===== src/rtl/pwmt_pkg.sv =====
package pwmt_pkg;

  typedef enum logic [2:0] {
    WG_NORMAL   = 3'd0,
    WG_PC_MAX   = 3'd1,
    WG_CTC      = 3'd2,
    WG_FAST_MAX = 3'd3,
    WG_RSV4     = 3'd4,
    WG_PC_A     = 3'd5,
    WG_RSV6     = 3'd6,
    WG_FAST_A   = 3'd7
  } wg_mode_e;

  function automatic logic wg_reserved(input wg_mode_e m);
    return (m == WG_RSV4) || (m == WG_RSV6);
  endfunction

  function automatic logic wg_phase(input wg_mode_e m);
    return (m == WG_PC_MAX) || (m == WG_PC_A);
  endfunction

  function automatic logic wg_fast(input wg_mode_e m);
    return (m == WG_FAST_MAX) || (m == WG_FAST_A);
  endfunction

  function automatic logic wg_top_a(input wg_mode_e m);
    return (m == WG_CTC) || (m == WG_PC_A) || (m == WG_FAST_A);
  endfunction

  function automatic logic wg_immediate(input wg_mode_e m);
    return (m == WG_NORMAL) || (m == WG_CTC);
  endfunction

endpackage


===== src/rtl/pwmt_counter.sv =====
module pwmt_counter
  import pwmt_pkg::*;
#(
  parameter int W = 8
) (
  input  logic         clk,
  input  logic         rst_n,
  input  logic         tick,
  input  wg_mode_e     mode,
  input  logic [W-1:0] top,
  output logic [W-1:0] cnt,
  output logic         dir_down,
  output logic         at_top,
  output logic         ovf_set
);
  localparam logic [W-1:0] MAXV = '1;
  localparam logic [W-1:0] ZERO = '0;
  localparam logic [W-1:0] ONE  = W'(1);

  logic [W-1:0] cnt_q, cnt_d;
  logic         dn_q, dn_d;
  logic         adv;
  logic         ovf_raw;

  assign adv    = tick && !wg_reserved(mode);
  assign at_top = (cnt_q == top);

  always_comb begin
    cnt_d = cnt_q;
    dn_d  = dn_q;
    if (wg_phase(mode)) begin
      if (!dn_q) begin
        if (cnt_q >= top) begin
          dn_d  = 1'b1;
          cnt_d = (cnt_q == ZERO) ? ZERO : cnt_q - ONE;
        end else begin
          cnt_d = cnt_q + ONE;
        end
      end else if (cnt_q == ZERO) begin
        dn_d  = 1'b0;
        cnt_d = (top == ZERO) ? ZERO : ONE;
      end else begin
        cnt_d = cnt_q - ONE;
      end
    end else if (mode == WG_NORMAL) begin
      cnt_d = cnt_q + ONE;
    end else begin
      cnt_d = at_top ? ZERO : cnt_q + ONE;
    end
  end

  always_comb begin
    unique case (mode)
      WG_NORMAL, WG_PC_MAX, WG_CTC, WG_FAST_MAX: ovf_raw = (cnt_q == MAXV);
      WG_PC_A:   ovf_raw = (cnt_q == ZERO) && dn_q;
      WG_FAST_A: ovf_raw = at_top;
      default:   ovf_raw = 1'b0;
    endcase
  end

  assign ovf_set = adv && ovf_raw;

  always_ff @(posedge clk or negedge rst_n) begin
    if (!rst_n) begin
      cnt_q <= '0;
      dn_q  <= 1'b0;
    end else if (adv) begin
      cnt_q <= cnt_d;
      dn_q  <= dn_d;
    end
  end

  assign cnt      = cnt_q;
  assign dir_down = dn_q;


  idle_hold_chk: assert property (@(posedge clk) disable iff (!rst_n)
    !tick |=> $stable(cnt_q));


  rsv_hold_chk: assert property (@(posedge clk) disable iff (!rst_n)
    wg_reserved(mode) |=> $stable(cnt_q));


  fast_wrap_chk: assert property (@(posedge clk) disable iff (!rst_n)
    (tick && wg_fast(mode) && cnt_q == top) |=> (cnt_q == ZERO));


  pc_rise_chk: assert property (@(posedge clk) disable iff (!rst_n)
    (tick && wg_phase(mode) && !dn_q && cnt_q < top) |=> (cnt_q == $past(cnt_q) + ONE));
endmodule


===== src/rtl/pwmt_cmpbuf.sv =====
module pwmt_cmpbuf #(
  parameter int W = 8
) (
  input  logic         clk,
  input  logic         rst_n,
  input  logic         we,
  input  logic [W-1:0] wdata,
  input  logic         immediate,
  input  logic         load,
  output logic [W-1:0] act
);
  logic [W-1:0] stage_q, act_q, act_d;
  logic         act_en;

  always_comb begin
    act_en = 1'b0;
    act_d  = act_q;
    if (we && immediate) begin
      act_en = 1'b1;
      act_d  = wdata;
    end else if (load) begin
      act_en = 1'b1;
      act_d  = stage_q;
    end
  end

  always_ff @(posedge clk or negedge rst_n) begin
    if (!rst_n) begin
      stage_q <= '0;
    end else if (we) begin
      stage_q <= wdata;
    end
  end

  always_ff @(posedge clk or negedge rst_n) begin
    if (!rst_n) begin
      act_q <= '0;
    end else if (act_en) begin
      act_q <= act_d;
    end
  end

  assign act = act_q;


  stage_load_chk: assert property (@(posedge clk) disable iff (!rst_n)
    (load && !(we && immediate)) |=> (act_q == $past(stage_q)));


  act_quiet_chk: assert property (@(posedge clk) disable iff (!rst_n)
    (!load && !we) |=> $stable(act_q));
endmodule


===== src/rtl/pwmt_wave.sv =====
module pwmt_wave
  import pwmt_pkg::*;
#(
  parameter int W = 8
) (
  input  logic         clk,
  input  logic         rst_n,
  input  logic         tick,
  input  wg_mode_e     mode,
  input  logic [1:0]   com,
  input  logic [W-1:0] cnt,
  input  logic [W-1:0] top,
  input  logic [W-1:0] cmp,
  input  logic         dir_down,
  output logic         wave
);
  logic pin_q, pin_d;
  logic match, at_top;

  assign match  = (cnt == cmp);
  assign at_top = (cnt == top);

  always_comb begin
    pin_d = pin_q;
    if (wg_reserved(mode)) begin
      pin_d = pin_q;
    end else if (wg_phase(mode)) begin
      if (com[1]) begin
        if (cmp == top) begin
          if (at_top) pin_d = ~com[0];
        end else if (match) begin
          pin_d = dir_down ? ~com[0] : com[0];
        end
      end
    end else if (wg_fast(mode)) begin
      if (com[1]) begin
        if (at_top)     pin_d = ~com[0];
        else if (match) pin_d = com[0];
      end
    end else if (match) begin
      unique case (com)
        2'b01:   pin_d = ~pin_q;
        2'b10:   pin_d = 1'b0;
        2'b11:   pin_d = 1'b1;
        default: pin_d = pin_q;
      endcase
    end
  end

  always_ff @(posedge clk or negedge rst_n) begin
    if (!rst_n) begin
      pin_q <= 1'b0;
    end else if (tick) begin
      pin_q <= pin_d;
    end
  end

  assign wave = (com == 2'b00) ? 1'b0 : pin_q;


  rsv_pin_chk: assert property (@(posedge clk) disable iff (!rst_n)
    wg_reserved(mode) |=> $stable(pin_q));


  pc_top_pin_chk: assert property (@(posedge clk) disable iff (!rst_n)
    (tick && wg_phase(mode) && com == 2'b10 && cmp == top && at_top) |=> pin_q);
endmodule


===== src/rtl/pwm_timer8.sv =====
module pwm_timer8
  import pwmt_pkg::*;
#(
  parameter int W  = 8,
  parameter int NC = 2
) (
  input  logic         clk,
  input  logic         rst_n,
  input  logic         tick,
  input  logic         ctrl_we,
  input  logic [8:0]   ctrl_wdata,
  input  logic         cmpa_we,
  input  logic [W-1:0] cmpa_wdata,
  input  logic         cmpb_we,
  input  logic [W-1:0] cmpb_wdata,
  input  logic [2:0]   flag_clr,
  output logic [8:0]   ctrl_rd,
  output logic [W-1:0] count,
  output logic         wave_a,
  output logic         wave_b,
  output logic         ovf_flag,
  output logic         cmpa_flag,
  output logic         cmpb_flag
);
  localparam logic [W-1:0] MAXV = '1;

  logic [1:0]   rs_q;
  logic         rst_ns;
  wg_mode_e     mode_q;
  logic [1:0]   com_q  [NC];
  logic [W-1:0] cmp_wd [NC];
  logic         cmp_we [NC];
  logic [W-1:0] act    [NC];
  logic         wave   [NC];
  logic [NC:0]  flag_q, flag_set;
  logic [W-1:0] top;
  logic         dir_down, at_top, ovf_set, load, adv;
  logic         unused_rsv;

  always_ff @(posedge clk or negedge rst_n) begin
    if (!rst_n) rs_q <= 2'b00;
    else        rs_q <= {rs_q[0], 1'b1};
  end
  assign rst_ns = rs_q[1];

  assign unused_rsv = ^ctrl_wdata[4:3];

  always_ff @(posedge clk or negedge rst_ns) begin
    if (!rst_ns) begin
      mode_q   <= WG_NORMAL;
      com_q[0] <= 2'b00;
      com_q[1] <= 2'b00;
    end else if (ctrl_we) begin
      mode_q   <= wg_mode_e'(ctrl_wdata[2:0]);
      com_q[0] <= ctrl_wdata[8:7];
      com_q[1] <= ctrl_wdata[6:5];
    end
  end

  assign ctrl_rd = {com_q[0], com_q[1], 2'b00, mode_q};

  assign top  = wg_top_a(mode_q) ? act[0] : MAXV;
  assign adv  = tick && !wg_reserved(mode_q);
  assign load = adv && at_top && !wg_immediate(mode_q);

  pwmt_counter #(.W(W)) u_cnt (
    .clk(clk), .rst_n(rst_ns), .tick(tick), .mode(mode_q), .top(top),
    .cnt(count), .dir_down(dir_down), .at_top(at_top), .ovf_set(ovf_set)
  );

  assign cmp_we[0] = cmpa_we;
  assign cmp_wd[0] = cmpa_wdata;
  assign cmp_we[1] = cmpb_we;
  assign cmp_wd[1] = cmpb_wdata;

  assign flag_set[0] = ovf_set;

  for (genvar i = 0; i < NC; i++) begin : g_ch
    pwmt_cmpbuf #(.W(W)) u_buf (
      .clk(clk), .rst_n(rst_ns), .we(cmp_we[i]), .wdata(cmp_wd[i]),
      .immediate(wg_immediate(mode_q)), .load(load), .act(act[i])
    );
    pwmt_wave #(.W(W)) u_wave (
      .clk(clk), .rst_n(rst_ns), .tick(tick), .mode(mode_q), .com(com_q[i]),
      .cnt(count), .top(top), .cmp(act[i]), .dir_down(dir_down), .wave(wave[i])
    );
    assign flag_set[i+1] = adv && (count == act[i]);
  end

  always_ff @(posedge clk or negedge rst_ns) begin
    if (!rst_ns) flag_q <= '0;
    else         flag_q <= (flag_q & ~flag_clr) | flag_set;
  end

  assign ovf_flag  = flag_q[0];
  assign cmpa_flag = flag_q[1];
  assign cmpb_flag = flag_q[2];
  assign wave_a    = wave[0];
  assign wave_b    = wave[1];


  match_a_set_chk: assert property (@(posedge clk) disable iff (!rst_ns)
    (tick && !wg_reserved(mode_q) && count == act[0]) |=> cmpa_flag);


  clr_b_chk: assert property (@(posedge clk) disable iff (!rst_ns)
    (flag_clr[2] && !(tick && !wg_reserved(mode_q) && count == act[1])) |=> !cmpb_flag);


  ovf_hold_chk: assert property (@(posedge clk) disable iff (!rst_ns)
    (!tick && !flag_clr[0]) |=> $stable(ovf_flag));


  rsv_read_chk: assert property (@(posedge clk) disable iff (!rst_ns)
    ctrl_we |=> (ctrl_rd[4:3] == 2'b00));
endmodule


===== config.mk =====
export PLATFORM = sky130hd
export DESIGN_NAME = pwm_timer8
export DESIGN_NICKNAME = d
export VERILOG_FILES = /design/src/rtl/pwmt_pkg.sv /design/src/rtl/pwmt_counter.sv /design/src/rtl/pwmt_cmpbuf.sv /design/src/rtl/pwmt_wave.sv /design/src/rtl/pwm_timer8.sv
export SDC_FILE = /design/constraint.sdc
export NUM_CORES = 1
export LEC_CHECK = 0
export BUFFER_PORTS_ARGS = -buffer_cell sky130_fd_sc_hd__buf_2
export CAP_MARGIN = 0
export CELL_PAD_IN_SITES_DETAIL_PLACEMENT = 2
export CELL_PAD_IN_SITES_GLOBAL_PLACEMENT = 2
export CORE_ASPECT_RATIO = 1.1
export CORE_MARGIN = 3
export CORE_UTILIZATION = 33
export DETAILED_ROUTE_END_ITERATION = 7
export GPL_ROUTABILITY_DRIVEN = 0
export PLACE_DENSITY_LB_ADDON = 0.1
export SLEW_MARGIN = 20
export SYNTH_ARGS = -nofsm -noshare
export SYNTH_HDL_FRONTEND = slang
export SYNTH_HIERARCHICAL = 1
export SYNTH_SLANG_ARGS = --single-unit

===== constraint.sdc =====
create_clock -name clk -period 2.7 [get_ports clk]
set_clock_uncertainty 0.15 [all_clocks]
set_input_delay 0.27 -clock clk [delete_from_list [all_inputs] [get_ports clk]]
set_output_delay 0.27 -clock clk [all_outputs]
set_load 0.1 [all_outputs]

### After elaboration in Yosys (flattened, before gate mapping)

Index checks and enable logic that the tools add are counted.
Widths: inputs -> output; s select.

* $add $sub $neg: 2
* multiply operators: 0
* div/mod/pow operators: 0
* order comparisons: 1
* eq/ne operators: 27
* shift-type cells: 0
* multiplexer cells: 46
* bitwise logic cells: 8
* reductions and logical operators: 36

Operators with widths (count)
* $mux 8: 12
* $eq 8x8->1: 5
* $mux 1: 31
* $reduce_and 9->1: 2
* $logic_not 8->1: 2
* $eq 3x3->1 const B: 4
* $reduce_bool 3->1: 4
* $reduce_bool 5->1: 2
* $logic_and 1x1->1: 9
* $pmux 1 s3: 3
* $add 8x1->8 const B: 1
* $eq 2x2->1 const B: 4
* $eq 8x8->1 const B: 1
* $ge 8x8->1: 1
* $ne 2x2->1 const B: 4
* $sub 8x1->8 const B: 1
* $eq 3x2->1 const B: 2
* $logic_or 1x1->1: 6
* $ne 3x3->1 const B: 2
* $reduce_and 2->1: 3
* $not 1->1: 5
* $eq 2x1->1 const B: 2
* $logic_not 2->1: 2
* $reduce_bool 2->1: 2
* other kinds (9): 10

* register bits: 55
* latch bits: 0
* bits in writable memories: 0
* ROM bits: 0
* output and inout bits: 22
* logic and storage cells: 133
* memories: 0

### Depth between registers and ports, before layout

Gate-level depths: netlist (run 1).

* depth after elaboration: 10
* gate-level depth with buffers: 12

### Modules after synthesis

Netlist (run 1), hierarchy kept.

Modules (own cells, without submodules)
* pwmt_cmpbuf: instances 2, cells an instance 54, area an instance 744.5 sq um
* pwmt_counter: instances 1, cells an instance 139, area an instance 1071.0 sq um
* pwmt_wave: instances 2, cells an instance 49, area an instance 396.6 sq um
* pwm_timer8: instances 1, cells an instance 65, area an instance 704.4 sq um

### Least setup slack after synthesis (run 1)

OpenSTA, ideal clock, no wires.

* path type: register to register
* start: register mode_q[0]
* end: register u_cnt.cnt_q[4], in the netlist u_cnt/cnt[4]
* arrival: 3402 ps
* data required time: 2463 ps
* slack: -938 ps
* stages on the path, launching flop included: 12
* path buffers: 1
* cells stage by stage: dfrtp_1 -> and2_1 -> a21oi_2 -> or2_1 -> ha_1 -> nand2b_1 -> a2111o_1 -> a21oi_4 -> a21o_1 -> buf_2 -> nor2_1 -> o211ai_1

* longest elaborated chain between the ends: 8

Ends and longest elaborated chain
* start: declaration: RTL line pwm_timer8.sv:29 `wg_mode_e mode_q;`
* start signal: assignment: RTL line pwm_timer8.sv:54 `mode_q <= wg_mode_e'(ctrl_wdata[2:0]);`
* $eq 3x2->1 / $eq 3x3->1 (equally long branches): RTL line pwmt_pkg.sv:27 `return (m == WG_CTC) || (m == WG_PC_A) || (m == WG_FAST_A);`
* $logic_or 1x1->1: RTL line pwmt_pkg.sv:27
* $logic_or 1x1->1 *: RTL line pwmt_pkg.sv:27
* $mux 8 *: RTL line pwm_timer8.sv:62 `assign top = wg_top_a(mode_q) ? act[0] : MAXV;`
* named net top[0]: RTL line pwm_timer8.sv:36 `logic [W-1:0] top;`
* $ge 8x8->1 / $eq 8x8->1 (equally long branches): RTL line pwmt_counter.sv:33, pwmt_counter.sv:26
* $mux 8, on equally long branches: RTL line pwmt_counter.sv:33, pwmt_counter.sv:48
* $mux 8, on equally long branches: RTL line pwmt_counter.sv:32, pwmt_counter.sv:45
* $mux 8 *: RTL line pwmt_counter.sv:31 `if (wg_phase(mode)) begin`
* end signal: assignment: RTL line pwmt_counter.sv:68 `cnt_q <= cnt_d;`
* end: declaration: RTL line pwmt_counter.sv:20 `logic [W-1:0] cnt_q, cnt_d;`

Mark *: on every way through the listed nets, which the timed path passes. The rest lies on a longest branch.
A chain may end at the register's enable or synchronous reset.

### Worst setup path after layout (run 1)

* start: register mode_q[0]
* end: register u_cnt.cnt_q[3], in the netlist u_cnt/cnt[3]

The elaborated chain is that of the path after synthesis.

==> results of run 1 <==
[cells in the final DEF (no fill, tap or decap), types with 7 or more instances in the layout]
| cell type | netlist | final |
|---|---|---|
| xnor2_1 | 62 | 60 |
| buf_2 | 4 | 51 |
| dfrtp_1 | 55 | 50 |
| buf_4 | 2 | 36 |
| nand3_1 | 29 | 29 |
| mux2_2 | 20 | 20 |
| o21ai_2 | 18 | 19 |
| inv_1 | 18 | 16 |
| nand4_1 | 14 | 14 |
| nand2_1 | 14 | 13 |
| nor2_1 | 15 | 13 |
| o21ai_1 | 6 | 10 |
| mux2i_4 | 0 | 10 |
| nor2b_1 | 9 | 9 |
| or2_1 | 9 | 7 |
| nor3_1 | 7 | 7 |
[cell families after synthesis]
group           after synthesis
buf+inv                      37
compound gates               71
simple gates                126
flops                        55
xor+xnor                     65
other cells                   2
fa+ha+maj                    11
mux                          43
[routing by layer]
| metal | vias up | share of wire, % |
|---|---|---|
| met5 | - | 0 |
| met1 | 1758 | 45 |
| met3 | 9 | 2.5 |
| li1 | 1619 | - |
| met4 | 0 | 0.95 |
| met2 | 56 | 51 |
[power by group]
part           leakage [nW]  switching (mW)  internal (mW)  total, mW
clock network        0.0731           0.335          0.372      0.707
registers             0.652           0.286           1.00       1.29
logic                  1.36            1.91           1.25       3.16
total                  2.08            2.53           2.63       5.16
[worst register-to-register path, stage by stage (launching register included)]
cell and delay (ns):
dfrtp_2 0.44, and2_4 0.18, a21oi_4 0.21, or2_4 0.18, ha_4 0.19, nand2b_4 0.13, a2111o_1 0.40, a21oi_4 0.24
buf_6 0.14, o21ai_2 0.04, or2_1 0.21, a32oi_1 0.19
[registers in the layout, indices dropped and copies added, names as in the netlist]
signal / flops
g_ch.u_buf/stage_q: 16
rs_q: 2
ctrl_rd: 4
u_cnt/dir_down: 1
g_ch.u_wave/pin_q: 2
mode_q: 3
flag_q: 3
g_ch.u_buf/act: 16
u_cnt/cnt: 8
[area by class of cell]
class,instances,area [sq um]
clock buffers,6,139
clock inverters,2,16.3
fillers,1264,6550
inverters,18,67.6
multi-input cells,319,2760
flip-flops and latches,55,1380
well taps,150,188
repair buffers,95,644
[how the worst min path moves through the flow]
stage / cells past startpoint / end / from / slack (ns)
2_1_floorplan: 0 / rs_q[0] / rst_n / -0.18
3_3_place_gp: 1 / rs_q[0] / rst_n / -0.09
3_5_place_dp: 1 / rs_q[0] / rst_n / -0.09
4_1_cts: 2 / flag_q[1] / flag_clr[1] / 0.008
5_1_grt: 2 / flag_q[1] / flag_clr[1] / 0.02
6_report: 2 / flag_q[1] / flag_clr[1] / 0.03
[timing repair]
item,in CTS,in global routing
endpoints found under the setup margin,24,27
hold endpoints to repair,3,0
gates cloned,0,1
resized for setup,15,38
hold buffers,2,0
pin swaps,17,20
buffers inserted,5,2
==> impl_metrics.ini, run 1 <==
[global_routing]
grt_remaining_overflow = 0
use_met2_pct = 34.8
grt_max_degree = 29
grt_pass1_vias = 3753
met1_usage_pct = 25.4
gr-usage-met3_pct = 3.16
antenna_found_initial = 0
top_usage_layer = met2
grt_usage_pct = 19.7
grt_pass1_wl_um = 21200

[critical_path]
worstPathArrival_ns = 2.86
crit_type = reg2reg
r2r-end = u_cnt/cnt[3]
critPathTopFamily = compound AO/OA/AOI/OAI gates
max_stage_delay_ns = 0.44
critPathLaunchType = flop
worst-path-stages = 11
r2r_cells = 11
cp-endpoint = u_cnt/cnt[3]
critPathMostFrequentCell = a21oi_4
r2r-start = mode_q[0]
crit_buf_inv = 1
endpoint_kind = flop
crit_path_cell_trace = and2_4 > a21oi_4 > or2_4 > ha_4 > nand2b_4 > a2111o_1 > a21oi_4 > buf_6 > o21ai_2 > or2_1 > a32oi_1
worstPathRequired_ns = 2.78
crit_fanout = 8
rrSetupSlack_ns = -0.08
critPathLaunch = mode_q[0]
cp_slowest_cell = dfrtp_2

[layout]
area_delta_synth_final_pct = 28.0
design_area_sq_um = 5190
fin_cells = 645
drive_above_1_share_pct = 40.4
finalNetCount = 539
final_util_pct = 44.2
n_antenna_cell = 0

[floorplanning]
die_x_um = 112
die_area_sq_um = 13700
start_util_pct = 34.5
rows = 41
die_h_um = 122
io-pin-count = 56
core-area_sq_um = 11700

[detailed_routing]
totalWireLength_um = 13600
drc = 0
routedWlPerCell_um = 21.1
drtIter0Drc = 127
viasPerCell = 5.34
postRouteAntennaNets = 0
via_count = 3442
drtPass1Iterations = 4

[sta]
final-max-slew-violation-count = 0
fmax_mhz = 360
rsz0062_at_grt = true
tightest_slew_ns = 0.664
setup_viol = 18
period_needed_ns = 2.78
slew_headroom_pct = 55.7
finalCritPeriodShare_pct = 103
finalHoldViolations = 0
hold-worst-slack_ns = 0.0273
fin_setup_tns_ns = -0.928
worst_slack_ns = -0.0804

[synth]
synth_compound_area_share_pct = 13.4
synth_area_sq_um = 4060
synth.area.top_cells = dfrtp_1 34%, xnor2_1 13%, mux2_2 5.6%
synth_area_per_cell_sq_um = 9.90
async_flop_share_pct = 100
synth_top_area_share_pct = 33.9
ys_types = 56
synth_top_cell_by_area = dfrtp_1
synth_fa_ha_area_share_pct = 3.39
synthMuxAreaShare_pct = 12.0
synth_top_family_by_area = simple AND/OR/NAND/NOR gates
ys_seq_elements = 55
yosysWarnings = 6
synth_edf_count = 0
synth-simple-area-share_pct = 17.9
yosysSeqAreaShare_pct = 33.9
yosys-top-cells-count = 62 x xnor2_1, 55 x dfrtp_1, 29 x nand3_1, 20 x mux2_2
synth_xor_area_share_pct = 14.0
netlist_instances = 410
synth_ff_type = dfrtp_1
yosysMostFrequentCell = xnor2_1

[placed_design]
dpl_cell_area_sq_um = 4690
pre_cts_slack_ns = -0.244
dp.cells = 631
dpl.hpwl_um = 9940
io_buffers = 51

[job]
cap_violations = 0

[clock_network]
cts_tree = yes
clk_pin_slew_worst_paths_ns = 0.07
cts-buffers-inserted = 5
cts_root_buf = clkbuf_16
cts_htree_levels = 2
clockBufferDepth = 2
cts_sinks = 55
clk_latency_ns = 0.31

[power]
pwr_density_cell_nw_per_um2 = 993
vdd_ir_drop_max_uv = 648
power.total_mw = 5.16
p_leak_nw = 2.08

[status]
outcome = finished, violations left
failed_checks = negative setup slack

[hold_path]
hp-class = in2reg
No activity file was read; power rests on OpenSTA's default activity.
==> inputs of run 2 (changes only) <==
- CELL_PAD_IN_SITES_DETAIL_PLACEMENT: 2 -> 1
- CELL_PAD_IN_SITES_GLOBAL_PLACEMENT: 2 -> 1
- SETUP_SLACK_MARGIN: not set -> 0.02
- SLEW_MARGIN: 20 -> not set
==> run 2 against run 1 <==
  * Combinational power down 3%
  * Fmax is 0.51% higher
  * Highest routed layer unchanged
  * Register-to-register slack about the same
  * Count of clock-buffer cells in the layout fell by 1
  * Critical path depth rose by 1
  * Via count fell by 0.61%
  * Sequential power decreased by 3%
  * Core utilization shrank 0.50 points
  * The flow still finishes with violations (negative setup slack)
  * Setup slack gained 0.014 ns
  * Flip-flop and latch count is the same
==> impl_metrics.ini, run 2 (same netlist as run 1, synthesis figures left out) <==
[status]
outcome = finished, violations left
failed_checks = negative setup slack

[global_routing]
antenna_found_initial = 0
grt_max_degree = 29
grt_pass1_vias = 3645
grt_remaining_overflow = 0
grt_pass1_wl_um = 19900
grt_usage_pct = 18.3

[clock_network]
cts_root_buf = clkbuf_16
cts_htree_levels = 2
clockBufferDepth = 2
cts_tree = yes
clk_pin_slew_worst_paths_ns = 0.08
clk_latency_ns = 0.30
cts-buffers-inserted = 5
cts_sinks = 55

[placed_design]
io_buffers = 51
dp.cells = 635
dpl.hpwl_um = 9190

[critical_path]
crit_path_cell_trace = and2_4 > a21oi_2 > buf_6 > or2_1 > inv_2 > ha_4 > nand4_1 > a21oi_2 > a21oi_4 > buf_6 > or4_1 > o211ai_1
r2r_cells = 12
max_stage_delay_ns = 0.47
r2r-start = mode_q[2]
cp_slowest_cell = or4_1
critPathTopFamily = simple AND/OR/NAND/NOR gates
endpoint_kind = flop
crit_fanout = 8
worstPathRequired_ns = 2.76
crit_type = reg2reg
r2r-end = u_cnt/cnt[4]
worstPathArrival_ns = 2.83
critPathLaunchType = flop
rrSetupSlack_ns = -0.07
crit_buf_inv = 3

[detailed_routing]
drc = 0
via_count = 3421
routedWlPerCell_um = 19.3
totalWireLength_um = 12600
drtIter0Drc = 167
viasPerCell = 5.24
postRouteAntennaNets = 0
drtPass1Iterations = 4

[power]
switching_share_pct = 47.3
power.internal_mw = 2.67
comb_power_share_pct = 60.1
p_leak_nw = 2.11
vdd_ir_drop_max_uv = 550
p_seq_share_pct = 24.7
p_clk_share_pct = 15.2
pwr_density_cell_nw_per_um2 = 988
power.switching_mw = 2.40

[hold_path]
min_delay_worst_endpoint = flag_q[2]
hp-class = in2reg
min-delay-start = flag_clr[2]
min_path_cells = 2

[layout]
fin_cells = 653
finalNetCount = 547
final_cell_mix = 60 x xnor2_1, 51 x buf_2, 50 x dfrtp_1
seqCellArea_sq_um = 1380
n_antenna_cell = 0
fillCellCount = 1328
final_common_cell = xnor2_1
multi_input_area_sq_um = 2630
final_util_pct = 43.7
area_delta_synth_final_pct = 26.5
drive_above_1_share_pct = 39.6

[sta]
fmax_mhz = 362
finalHoldViolations = 0
setup_viol = 18
worst_slack_ns = -0.0662
finalCritPeriodShare_pct = 102
tightest_slew_ns = 0.640
rsz0062_at_grt = true
slew_headroom_pct = 57.3
final-max-slew-violation-count = 0
period_needed_ns = 2.77

[floorplanning]
core-area_sq_um = 11700
io-pin-count = 56
die_h_um = 122
die_x_um = 112
start_util_pct = 34.5
rows = 41
die_area_sq_um = 13700

[job]
cap_violations = 0
==> run 2: changes by cell type in the layout (fill, tap and decap cells not counted), sizes merged <==
cell and change:
clkbuf -1, bufinv +1, a21o +1, buf +8, clkinv -1, inv +1
dlygate4sd3 -1
==> run 2: what timing repair did <==
| item | CTS | global route |
|---|---|---|
| hold buffers | 1 | 0 |
| endpoints found under the setup margin | 24 | 27 |
| hold endpoints to repair | 2 | 0 |
| gates resized for setup | 16 | 15 |
| setup buffers | 5 | 3 |
| pin swaps | 14 | 15 |
| gates cloned | 0 | 2 |
==> run 2: area by class of cell <==
class                           count  area share, %
Timing Repair Buffer              102           13.5
Clock buffer                        5           2.44
Multi-Input combinational cell    320           51.2
Inverter                           18           1.32
Sequential cell                    55           26.9
Clock inverter                      3          0.902
Tap cell                          150           3.65
==> run 2: through the flow <==
stage	hold slack (ns)	TNS [ns]	cell area (sq um)	worst slack (ns)	total power, mW
finish	0.0154	-0.292	5130	-0.0662	5.07
CTS	0.00584	-0.488	5030	-0.0631	4.98
global placement	-0.0949	-0.648	4720	-0.123	3.98
global route	0.0155	-2.49	5130	-0.151	5.40
detailed placement	-0.0938	-1.60	4720	-0.221	4.06
floorplan	-0.176	-8.64	4090	-0.388	3.33
==> run 2: how the worst max path moves through the flow <==
stage               depth (start not counted)              endpoint      start
floorplan                                  10          u_cnt/cnt[3]  mode_q[0]
global placement                           11          u_cnt/cnt[4]  mode_q[2]
CTS                                        12  g_ch[0].u_buf/act[7]  mode_q[2]
detailed placement                         11          u_cnt/cnt[4]  mode_q[2]
finish                                     12          u_cnt/cnt[4]  mode_q[2]
global route                               12          u_cnt/cnt[3]  mode_q[2]
==> run 2: power by group through the flow <==
stage               clock, mW  combinational, mW  sequential [mW]
floorplan                   0               1.50             1.83
global placement            0               2.73             1.25
detailed placement          0               2.80             1.26
CTS                     0.800               2.93             1.25
global route            0.840               3.27             1.29
finish                  0.770               3.05             1.25
==> run 2: metal layers <==
metal	track usage (%)	wire length (um)	up-vias
met2	31.7	6240	62
li1	-	-	1633
met4	4.41	114	0
met1	24.2	5880	1718
met3	2.51	344	8
met5	0	0	-
==> inputs of run 3 (changes only) <==
- CORE_UTILIZATION: 33 -> 49
==> run 3 against run 2 <==
  * The flow still finishes with violations (negative setup slack)
  * Wire length grew 5.3%
  * Non-clock buffer count shrank 1
  * Core utilization grew 21 points
==> impl_metrics.ini, run 3 (same netlist as run 1, synthesis figures left out) <==
[status]
outcome = finished, violations left
failed_checks = negative setup slack

[floorplanning]
die_area_sq_um = 9410
rows = 34
die_x_um = 92.8
die_h_um = 101
core-area_sq_um = 8000
start_util_pct = 50.7
io-pin-count = 56

[critical_path]
worstPathRequired_ns = 2.76
crit_fanout = 8
crit_type = reg2reg
endpoint_kind = flop
crit_path_cell_trace = nor2_4 > a21oi_2 > buf_6 > or2_4 > inv_1 > ha_4 > a2111o_1 > a21oi_4 > buf_6 > nor2_4 > a32oi_2 > nand3_1
cp_slowest_cell = a2111o_1
critPathLaunchType = flop
worstPathArrival_ns = 2.87
max_stage_delay_ns = 0.46

[detailed_routing]
via_count = 3573
postRouteAntennaNets = 0
viasPerCell = 5.87
routedWlPerCell_um = 21.8
drc = 0
drtPass1Iterations = 4
totalWireLength_um = 13200
drtIter0Drc = 112

[clock_network]
clk_latency_ns = 0.32
clk_pin_slew_worst_paths_ns = 0.11
cts-buffers-inserted = 5
cts_tree = yes
cts_root_buf = clkbuf_8
clockBufferDepth = 2
cts_htree_levels = 2
cts_sinks = 55

[placed_design]
dpl.hpwl_um = 8710
io_buffers = 51
pre_cts_slack_ns = -0.200

[sta]
finalCritPeriodShare_pct = 104
fin_setup_tns_ns = -2.00
tightest_slew_ns = 0.649
fmax_mhz = 356
finalHoldViolations = 0
final-max-slew-violation-count = 0
worst_slack_ns = -0.111
slew_headroom_pct = 56.7
setup_viol = 24
rsz0062_at_grt = true
period_needed_ns = 2.81

[power]
vdd_ir_drop_max_uv = 428
p_leak_nw = 2.12
power.total_mw = 5.11
pwr_density_cell_nw_per_um2 = 995

[layout]
finalNetCount = 545
n_antenna_cell = 0
drive_above_1_share_pct = 43.5
fillCellCount = 921
final_cell_mix = 56 x xnor2_1, 51 x buf_2, 50 x dfrtp_1
final_common_cell = xnor2_1
area_delta_synth_final_pct = 26.7

[global_routing]
grt_pass1_vias = 3798
grt_usage_pct = 27.4
antenna_found_initial = 0
grt_max_degree = 29
grt_pass1_wl_um = 20200
grt_remaining_overflow = 0

[hold_path]
hp-class = in2reg

[job]
cap_violations = 0
-- run 3: cell count changes in the layout (fill, tap and decap cells not counted), moves of 5 or more --
cell       change
mux2i_1        -5
or2_1          -5
clkbuf_16      -5
or2_4          +5
buf_4          -5
mux2i_2        +5
clkbuf_8       +5
-- run 3: layout make-up --
type	instances	area (sq um)	share of cell area (%)
clock buffers	6	72.6	1.41
multi-input cells	319	2740	53.3
well taps	108	135	2.63
inverters	18	70.1	1.36
flip-flops and latches	55	1380	26.9
repair buffers	101	724	14.1
clock inverters	2	16.3	0.316
-- run 3: worst paths after layout --
| check | start | to | slack, ns | cells past startpoint |
|---|---|---|---|---|
| setup reg to reg | mode_q[2] | u_cnt/cnt[7] | -0.11 | 12 |
| hold reg to reg | rs_q[1] | g_ch[1].u_buf/stage_q[4] | 0.15 | 0 |
| max in group asynchronous | rs_q[1] | u_cnt/cnt[0] | 1.67 | 1 |
| hold / removal | ctrl_wdata[2] | mode_q[2] | 0.008 | 3 |
| min in group asynchronous | rs_q[1] | g_ch[1].u_buf/stage_q[4] | 0.15 | 0 |
| setup / recovery | mode_q[2] | u_cnt/cnt[7] | -0.11 | 12 |
-- run 3: timing repair --
action	in CTS	in global routing
setup buffers	6	4
gates cloned	1	1
resized for setup	30	28
setup endpoints to repair	25	27
endpoints found under the hold margin	4	0
hold buffers	3	0
pin swaps	17	20
-- run 3: power by group --
group / total [mW] / internal [mW] / switching, mW
logic: 3.35 / 1.36 / 1.99
registers: 1.27 / 1.00 / 0.270
clock network: 0.491 / 0.188 / 0.303
total: 5.11 / 2.55 / 2.57
-- run 3: metrics by stage --
step,cells,hold WS [ns],util (%),instance area (sq um)
2_1_floorplan,411,-0.176,-,4090
3_3_place_gp,589,-0.0954,58.2,4650
3_5_place_dp,589,-0.0936,58.2,4650
4_1_cts,607,0.00577,62.1,4970
5_1_grt,609,0.0140,64.3,5140
6_report,609,0.00799,64.3,5140
-- run 3: per-layer routing --
layer	GRT usage, %	share of wire (%)
met3	3.27	4.8
met2	49.8	53
met5	0	0
met1	34.9	40
met4	6.65	2.1
-- run 3: worst max-delay path: cells and delay by family (launching register included) --
kind | cells | cell delay [ns]
AOI/OAI and AO/OA | 4 | 0.94
adders and majority gates | 1 | 0.23
buffers and inverters | 3 | 0.41
DFF | 1 | 0.45
and+or+nand+nor | 4 | 0.52
